File: config.mk
export PLATFORM = sky130hd
export DESIGN_NAME = eeprom_cfg_loader
export DESIGN_NICKNAME = d
export VERILOG_FILES = /design/src/rtl/cfgld_pkg.sv /design/src/rtl/cfgld_seq.sv /design/src/rtl/cfgld_store.sv /design/src/rtl/eeprom_cfg_loader.sv
export SDC_FILE = /design/constraint.sdc
export NUM_CORES = 2
export LEC_CHECK = 0
export BUFFER_PORTS_ARGS = -buffer_cell sky130_fd_sc_hd__buf_2
export CORE_ASPECT_RATIO = 1.75
export CORE_MARGIN = 1
export CORE_UTILIZATION = 60
export CTS_CLUSTER_SIZE = 40
export DETAILED_ROUTE_END_ITERATION = 6
export PLACE_DENSITY = 0.78
export SYNTH_ARGS = -nofsm -noshare
export SYNTH_HDL_FRONTEND = slang
export SYNTH_HIERARCHICAL = 1
export SYNTH_SLANG_ARGS = --single-unit
export TNS_END_PERCENT = 30
File: constraint.sdc
create_clock -name clk -period 7.4 [get_ports clk]
set_clock_uncertainty 0.1 [all_clocks]
set_input_delay 0.37 -clock clk [delete_from_list [all_inputs] [get_ports clk]]
set_output_delay 0.37 -clock clk [all_outputs]
set_load 0.005 [all_outputs]
File: src/rtl/cfgld_pkg.sv
// Shared definitions for the EEPROM configuration loader.
// Assumes an 8-bit EEPROM byte address space.
package cfgld_pkg;
    typedef enum logic [2:0] {
        ST_CFG  = 3'd0,   // fetching setup bytes
        ST_SUM  = 3'd1,   // fetching the stored checksum
        ST_TBL  = 3'd2,   // fetching table blocks
        ST_DONE = 3'd3,   // good load, idle
        ST_FAIL = 3'd4    // sticky error, idle
    } ld_state_t;

    localparam logic [7:0] END_MARK = 8'hFF;
endpackage

File: src/rtl/cfgld_seq.sv
// Load sequencer: walks the EEPROM addresses, accumulates the checksum,
// detects the table end marker and decides between done and error.
// Assumes ee_ack is a one-cycle strobe answering the current request.
module cfgld_seq
    import cfgld_pkg::*;
#(
    parameter int NUM_CFG   = 14,
    parameter int BLK_BYTES = 6,
    parameter int MIN_BLK   = 2,
    parameter int MAX_BLK   = 16,
    localparam int CFG_IW    = $clog2(NUM_CFG),
    localparam int TBL_DEPTH = MAX_BLK * BLK_BYTES,
    localparam int TBL_AW    = $clog2(TBL_DEPTH + 1),
    localparam int BLK_W     = $clog2(MAX_BLK + 1)
) (
    input  logic              clk,
    input  logic              rst_n,
    output logic              ee_req,
    output logic [7:0]        ee_addr,
    input  logic              ee_ack,
    input  logic [7:0]        ee_data,
    input  logic              ee_fail,
    output logic              wr_cfg,
    output logic              wr_tbl,
    output logic [CFG_IW-1:0] wr_cfg_idx,
    output logic [TBL_AW-1:0] wr_tbl_idx,
    output logic [7:0]        wr_data,
    output logic              done,
    output logic              failed,
    output logic [BLK_W-1:0]  blocks
);
    localparam int BYTE_W = $clog2(BLK_BYTES);
    localparam logic [7:0]        LAST_CFG_A = 8'(NUM_CFG);
    localparam logic [BYTE_W-1:0] BYT_LAST   = BYTE_W'(BLK_BYTES - 1);
    localparam logic [BLK_W-1:0]  BLK_END_OK = BLK_W'(MIN_BLK - 1);
    localparam logic [BLK_W-1:0]  BLK_LAST   = BLK_W'(MAX_BLK - 1);

    ld_state_t         state;
    logic [7:0]        addr;
    logic [BLK_W-1:0]  blk;
    logic [BYTE_W-1:0] byt;
    logic [7:0]        sum;
    logic [7:0]        ref_sum;
    logic [7:0]        sum_next;
    logic              last_blk;
    logic [TBL_AW-1:0] tbl_idx;
    logic [BLK_W-1:0]  blocks_q;
    logic              accept;

    // Request and write-strobe decode from the current state.
    always_comb begin
        ee_req     = (state == ST_CFG) || (state == ST_SUM) || (state == ST_TBL);
        ee_addr    = addr;
        accept     = ee_req && ee_ack;
        wr_cfg     = accept && !ee_fail && (state == ST_CFG);
        wr_tbl     = accept && !ee_fail && (state == ST_TBL);
        wr_cfg_idx = CFG_IW'(addr - 8'd1);
        wr_tbl_idx = tbl_idx;
        wr_data    = ee_data;
        sum_next   = sum + ee_data;
        done       = (state == ST_DONE);
        failed     = (state == ST_FAIL);
        blocks     = blocks_q;
    end

    // Sequencer state, address walk, block tracking and checksum.
    always_ff @(posedge clk) begin
        if (!rst_n) begin
            state    <= ST_CFG;
            addr     <= 8'd1;
            blk      <= '0;
            byt      <= '0;
            sum      <= '0;
            ref_sum  <= '0;
            last_blk <= 1'b0;
            tbl_idx  <= '0;
            blocks_q <= '0;
        end else if (accept) begin
            if (ee_fail) begin
                state <= ST_FAIL;
            end else begin
                case (state)
                    ST_CFG: begin
                        sum  <= sum_next;
                        addr <= addr + 8'd1;
                        if (addr == LAST_CFG_A) state <= ST_SUM;
                    end
                    ST_SUM: begin
                        ref_sum <= ee_data;
                        addr    <= addr + 8'd1;
                        state   <= ST_TBL;
                    end
                    ST_TBL: begin
                        sum     <= sum_next;
                        addr    <= addr + 8'd1;
                        tbl_idx <= tbl_idx + 1'b1;
                        if (byt == '0) begin
                            last_blk <= (ee_data == END_MARK) && (blk >= BLK_END_OK);
                            byt      <= byt + 1'b1;
                        end else if (byt == BYT_LAST) begin
                            byt <= '0;
                            blk <= blk + 1'b1;
                            if (last_blk) begin
                                state    <= (sum_next == ref_sum) ? ST_DONE : ST_FAIL;
                                blocks_q <= (sum_next == ref_sum) ? blk + 1'b1 : '0;
                            end else if (blk == BLK_LAST) begin
                                state <= ST_FAIL;
                            end
                        end else begin
                            byt <= byt + 1'b1;
                        end
                    end
                    default: ;
                endcase
            end
        end
    end
endmodule

File: src/rtl/cfgld_store.sv
// Storage for the loaded setup: one register per configuration byte and
// the breakpoint table RAM. Configuration outputs show the default value
// and table reads return zero until the load is marked done.
module cfgld_store #(
    parameter int         NUM_CFG     = 14,
    parameter int         TBL_DEPTH   = 96,
    parameter logic [7:0] CFG_DEFAULT = 8'h00,
    localparam int CFG_IW = $clog2(NUM_CFG),
    localparam int TBL_AW = $clog2(TBL_DEPTH + 1)
) (
    input  logic                 clk,
    input  logic                 rst_n,
    input  logic                 wr_cfg,
    input  logic                 wr_tbl,
    input  logic [CFG_IW-1:0]    wr_cfg_idx,
    input  logic [TBL_AW-1:0]    wr_tbl_idx,
    input  logic [7:0]           wr_data,
    input  logic                 done,
    output logic [NUM_CFG*8-1:0] cfg_bus,
    input  logic [TBL_AW-1:0]    tbl_addr,
    output logic [7:0]           tbl_data
);
    localparam logic [TBL_AW:0] DEPTH_W = (TBL_AW + 1)'(TBL_DEPTH);

    logic [7:0] tbl_mem [TBL_DEPTH];

    for (genvar g = 0; g < NUM_CFG; g++) begin : g_cfg
        logic [7:0] q;
        // Capture configuration byte g when the sequencer writes it.
        always_ff @(posedge clk) begin
            if (!rst_n)                                         q <= CFG_DEFAULT;
            else if (wr_cfg && (wr_cfg_idx == CFG_IW'(g)))      q <= wr_data;
        end
        assign cfg_bus[g*8 +: 8] = done ? q : CFG_DEFAULT;
    end

    // Table RAM: clear on reset, fill in load order.
    always_ff @(posedge clk) begin
        if (!rst_n) begin
            for (int i = 0; i < TBL_DEPTH; i++) tbl_mem[i] <= 8'h00;
        end else if (wr_tbl && ({1'b0, wr_tbl_idx} < DEPTH_W)) begin
            tbl_mem[wr_tbl_idx] <= wr_data;
        end
    end

    // Combinational table read, gated until a good load.
    always_comb begin
        if (done && ({1'b0, tbl_addr} < DEPTH_W)) tbl_data = tbl_mem[tbl_addr];
        else                                      tbl_data = 8'h00;
    end
endmodule

File: src/rtl/eeprom_cfg_loader.sv
// Top of the EEPROM configuration loader: joins the sequencer and the
// storage and exposes the active-low error pin. Assumes the byte-read
// responder holds no state between requests.
module eeprom_cfg_loader #(
    parameter int         NUM_CFG     = 14,
    parameter int         BLK_BYTES   = 6,
    parameter int         MIN_BLK     = 2,
    parameter int         MAX_BLK     = 16,
    parameter logic [7:0] CFG_DEFAULT = 8'h00,
    localparam int CFG_IW    = $clog2(NUM_CFG),
    localparam int TBL_DEPTH = MAX_BLK * BLK_BYTES,
    localparam int TBL_AW    = $clog2(TBL_DEPTH + 1),
    localparam int BLK_W     = $clog2(MAX_BLK + 1)
) (
    input  logic                 clk,
    input  logic                 rst_n,
    output logic                 ee_req,
    output logic [7:0]           ee_addr,
    input  logic                 ee_ack,
    input  logic [7:0]           ee_data,
    input  logic                 ee_fail,
    output logic [NUM_CFG*8-1:0] cfg_bus,
    input  logic [TBL_AW-1:0]    tbl_addr,
    output logic [7:0]           tbl_data,
    output logic [BLK_W-1:0]     tbl_blocks,
    output logic                 load_done,
    output logic                 load_err_n
);
    logic              wr_cfg;
    logic              wr_tbl;
    logic [CFG_IW-1:0] wr_cfg_idx;
    logic [TBL_AW-1:0] wr_tbl_idx;
    logic [7:0]        wr_data;
    logic              done;
    logic              failed;

    cfgld_seq #(
        .NUM_CFG(NUM_CFG), .BLK_BYTES(BLK_BYTES),
        .MIN_BLK(MIN_BLK), .MAX_BLK(MAX_BLK)
    ) u_seq (
        .clk(clk), .rst_n(rst_n),
        .ee_req(ee_req), .ee_addr(ee_addr), .ee_ack(ee_ack),
        .ee_data(ee_data), .ee_fail(ee_fail),
        .wr_cfg(wr_cfg), .wr_tbl(wr_tbl), .wr_cfg_idx(wr_cfg_idx),
        .wr_tbl_idx(wr_tbl_idx), .wr_data(wr_data),
        .done(done), .failed(failed), .blocks(tbl_blocks)
    );

    cfgld_store #(
        .NUM_CFG(NUM_CFG), .TBL_DEPTH(TBL_DEPTH), .CFG_DEFAULT(CFG_DEFAULT)
    ) u_store (
        .clk(clk), .rst_n(rst_n),
        .wr_cfg(wr_cfg), .wr_tbl(wr_tbl), .wr_cfg_idx(wr_cfg_idx),
        .wr_tbl_idx(wr_tbl_idx), .wr_data(wr_data), .done(done),
        .cfg_bus(cfg_bus), .tbl_addr(tbl_addr), .tbl_data(tbl_data)
    );

    assign load_done  = done;
    assign load_err_n = !failed;
endmodule

==> flow_summary.toml <==
[floorplanning]
dieArea_um2 = 74100
num_io_pins = 155
fp-row-count = 130
die_w_um = 206
start_util = 0.608
coreArea_um2 = 72100
die_y_um = 359

[synthesis]
synth_area_leaders = "edfxtp_1 53%, and2_1 13%, dfxtp_1 7.3%"
synthDistinctLibCells = 66
yosys.area.top_type = "edfxtp_1"
synth_cells = 3354
synth-seq-cells = 928
ys_warn_count = 6
syn-cell-area_um2 = 43800
yosysSeqAreaShare = 0.600
synth_top_area_share = 0.527
async_reset_ff_frac = 0
yosys_most_used_dff = "edfxtp_1"
synth_edf_count = 768
avgSynthCellArea_um2 = 13.1
syn_nets = 3388

[worst_setup_path]
worst-setup-path-type = "reg2reg"
cp.required_ns = 7.57
path_max_fanout = 22
startpoint_type = "register"
crit_arrival_ns = 4.69
crit_path_end_kind = "register"

[power_and_ir_drop]
power.density_nw_per_um2 = 230
p_leak_nw = 17.3
power.total_mw = 10.9
irDropWorstVdd_mv = 0.221

[timing]
finalSetupTns_ns = 0
max_freq_ghz = 0.221
hold_violations = 0
period_needed_ns = 4.53
fin_crit_sh = 0.612
setup_viol = 0
slew_headroom = 0.0817
fin_ws_ns = 2.87
drv_slew = 0
holdWs_ns = 0.0785
worst_pin_slew_ns = 1.34
grt_setup_unrepaired = "no"

[clock_tree]
cts_buffer_depth = 3
ctsHoldBuffers = 0
clkTransAtPathRegs_ns = 0.07
h-tree-depth = 3
numClockSinks = 928
root_buffer = "clkbuf_16"
numCtsBuffers = 79
cts_setup_buffers = 0
insertion_delay_ns = 0.65
cts_tree = "done"
cts_resized = 0

[detailed_routing]
via_per_inst = 6.32
drtIter0Drc = 2480
wl_met3_mm = 8.31
drt-met1-wl_mm = 39.2
finalWirelength_mm = 114
dr_wl_met2_mm = 58.5
ant_nets = 0
drt-pass1-iter-count = 7
drc = 6
vias = 27400
top_layer = "met5"
avgRoutedWirePerCell_um = 26.2

[layout]
nNetsFinal = 3387
areaGrowthSynthToFinish_pct = 8.17
instances_no_fill = 4342
antennaDiodeCount = 0
nFillCells = 5109
drive_above_1_share = 0.138

[place]
io_buffer_count = 154
numPlacedInstances = 4195
dpl.hpwl_mm = 73.3
gp_routability_congestion = 0.940
place_ws_ns = 2.94

[grt]
antenna_found_initial = 4
grt_pass1_wl_mm = 169
grt_pass1_vias = 27900
grt_max_degree = 114
track_usage = 0.310
grt-ovfl-total = 0

[flow_run]
max_cap_violations = 0

[outcome]
failed_checks = "DRC"
status = "finished with violations"

[hold_path]
hold_path.class = "in2reg"
-- through the flow --
step	instance area, µm²	util
after floorplan	43800	-
after global placement	44800	0.621
after detailed placement	44800	0.621
after CTS	47400	0.657
after global routing	47400	0.657
final	47400	0.657
-- power by group --
group          leakage, nW  total (mW)  internal (mW)  switching (mW)
clock                 1.28        4.22           2.33            1.89
sequential            8.65        5.95           5.86          0.0949
combinational         7.37       0.732          0.252           0.480
-- cells in the final DEF (no fill, tap or decap), types with 17 or more instances in the layout --
cell type,Yosys,final
buf_2,21,142
mux2_2,36,36
a21oi_1,65,65
nand2_1,64,64
clkbuf_16,0,82
dfxtp_1,160,160
xor2_1,17,17
clkinv_1,0,17
mux2i_1,253,253
edfxtp_1,768,768
nor2_1,156,155
nor2b_1,127,127
buf_4,26,35
nand3_1,20,19
o21ai_0,113,113
mux4_2,117,117
a22oi_1,44,44
and2_1,886,886
o22ai_1,25,25
-- worst max-delay path, stage by stage (launching register included) --
cell,delay [ns]
dfxtp_1,0.39
nand2b_1,0.32
nor4_4,0.64
nand3_1,0.37
a21oi_1,0.37
nand3_2,0.73
o21ai_0,1.17
-- cells in the mapped netlist, drive strengths merged, types with 10 or more instances --
library cell    n
a2111oi        10
a211oi         12
a21oi          65
a221oi         14
a22oi          44
and2          886
buf            76
clkbuf        193
dfxtp         160
edfxtp        768
ha             14
inv            11
mux2           36
mux2i         253
mux4          117
nand2          64
nand2b         12
nand3          22
nand3b         10
nor2          156
nor2b         127
nor3           11
o21ai         124
o22ai          25
or3            12
xnor2          16
xor2           17
-- logic make-up (layout without fill, tap and decap cells) --
family                     count (synthesis)  after routing  share of synthesized area
muxes                                    406            406                      0.127
xor gates and xnor gates                  33             33                    0.00660
AOI/OAI and AO/OA                        346            346                     0.0503
DFF                                      928            928                      0.600
adders and majority gates                 15             15                    0.00446
buffers and inverters                    280            344                     0.0305
and+or+nand+nor                         1346           1346                      0.181
-- per-layer routing --
layer  GRT usage  vias up
met4       0.193        6
li1            -    12000
met2       0.542     1408
met3      0.0547      359
met5           0        -
met1       0.347    13600
-- state kept, by name, indices dropped and copies added (netlist names) --
name              flops
u_store/tbl_mem     768
u_seq/ref_sum         8
u_seq/wr_tbl_idx      7
u_seq/sum             8
u_store/g_cfg.q     112
u_seq/state           3
u_seq/last_blk        1
u_seq/blk             5
u_seq/byt             3
u_seq/blocks          5
u_seq/ee_addr         8
-- path summary, 6_finish.rpt --
| check | cells after the start | slack, ns | endpoint | start |
|---|---|---|---|---|
| max | 6 | 2.87 | u_store/tbl_mem[47][3]$_SDFFCE_PN0P_ | u_seq/state[2]$_SDFFE_PN0P_ |
| max reg2reg | 6 | 2.87 | u_store/tbl_mem[47][3]$_SDFFCE_PN0P_ | u_seq/state[2]$_SDFFE_PN0P_ |
| min reg2reg | 2 | 0.36 | u_seq/sum[4]$_SDFFE_PN0P_ | u_seq/sum[4]$_SDFFE_PN0P_ |
| min | 5 | 0.08 | u_seq/state[2]$_SDFFE_PN0P_ | ee_ack |
-- layout make-up --
class | instances | area, µm² | share of cell area
clock buffers | 97 | 2150 | 0.0454
clock inverters | 49 | 460 | 0.00972
inverters | 11 | 41.3 | 0.000872
multi-input cells | 2146 | 16200 | 0.342
flip-flops and latches | 928 | 26300 | 0.555
well taps | 924 | 1160 | 0.0244
repair buffers | 187 | 1090 | 0.0231
Note: power is estimated with default switching activity, not from simulation.
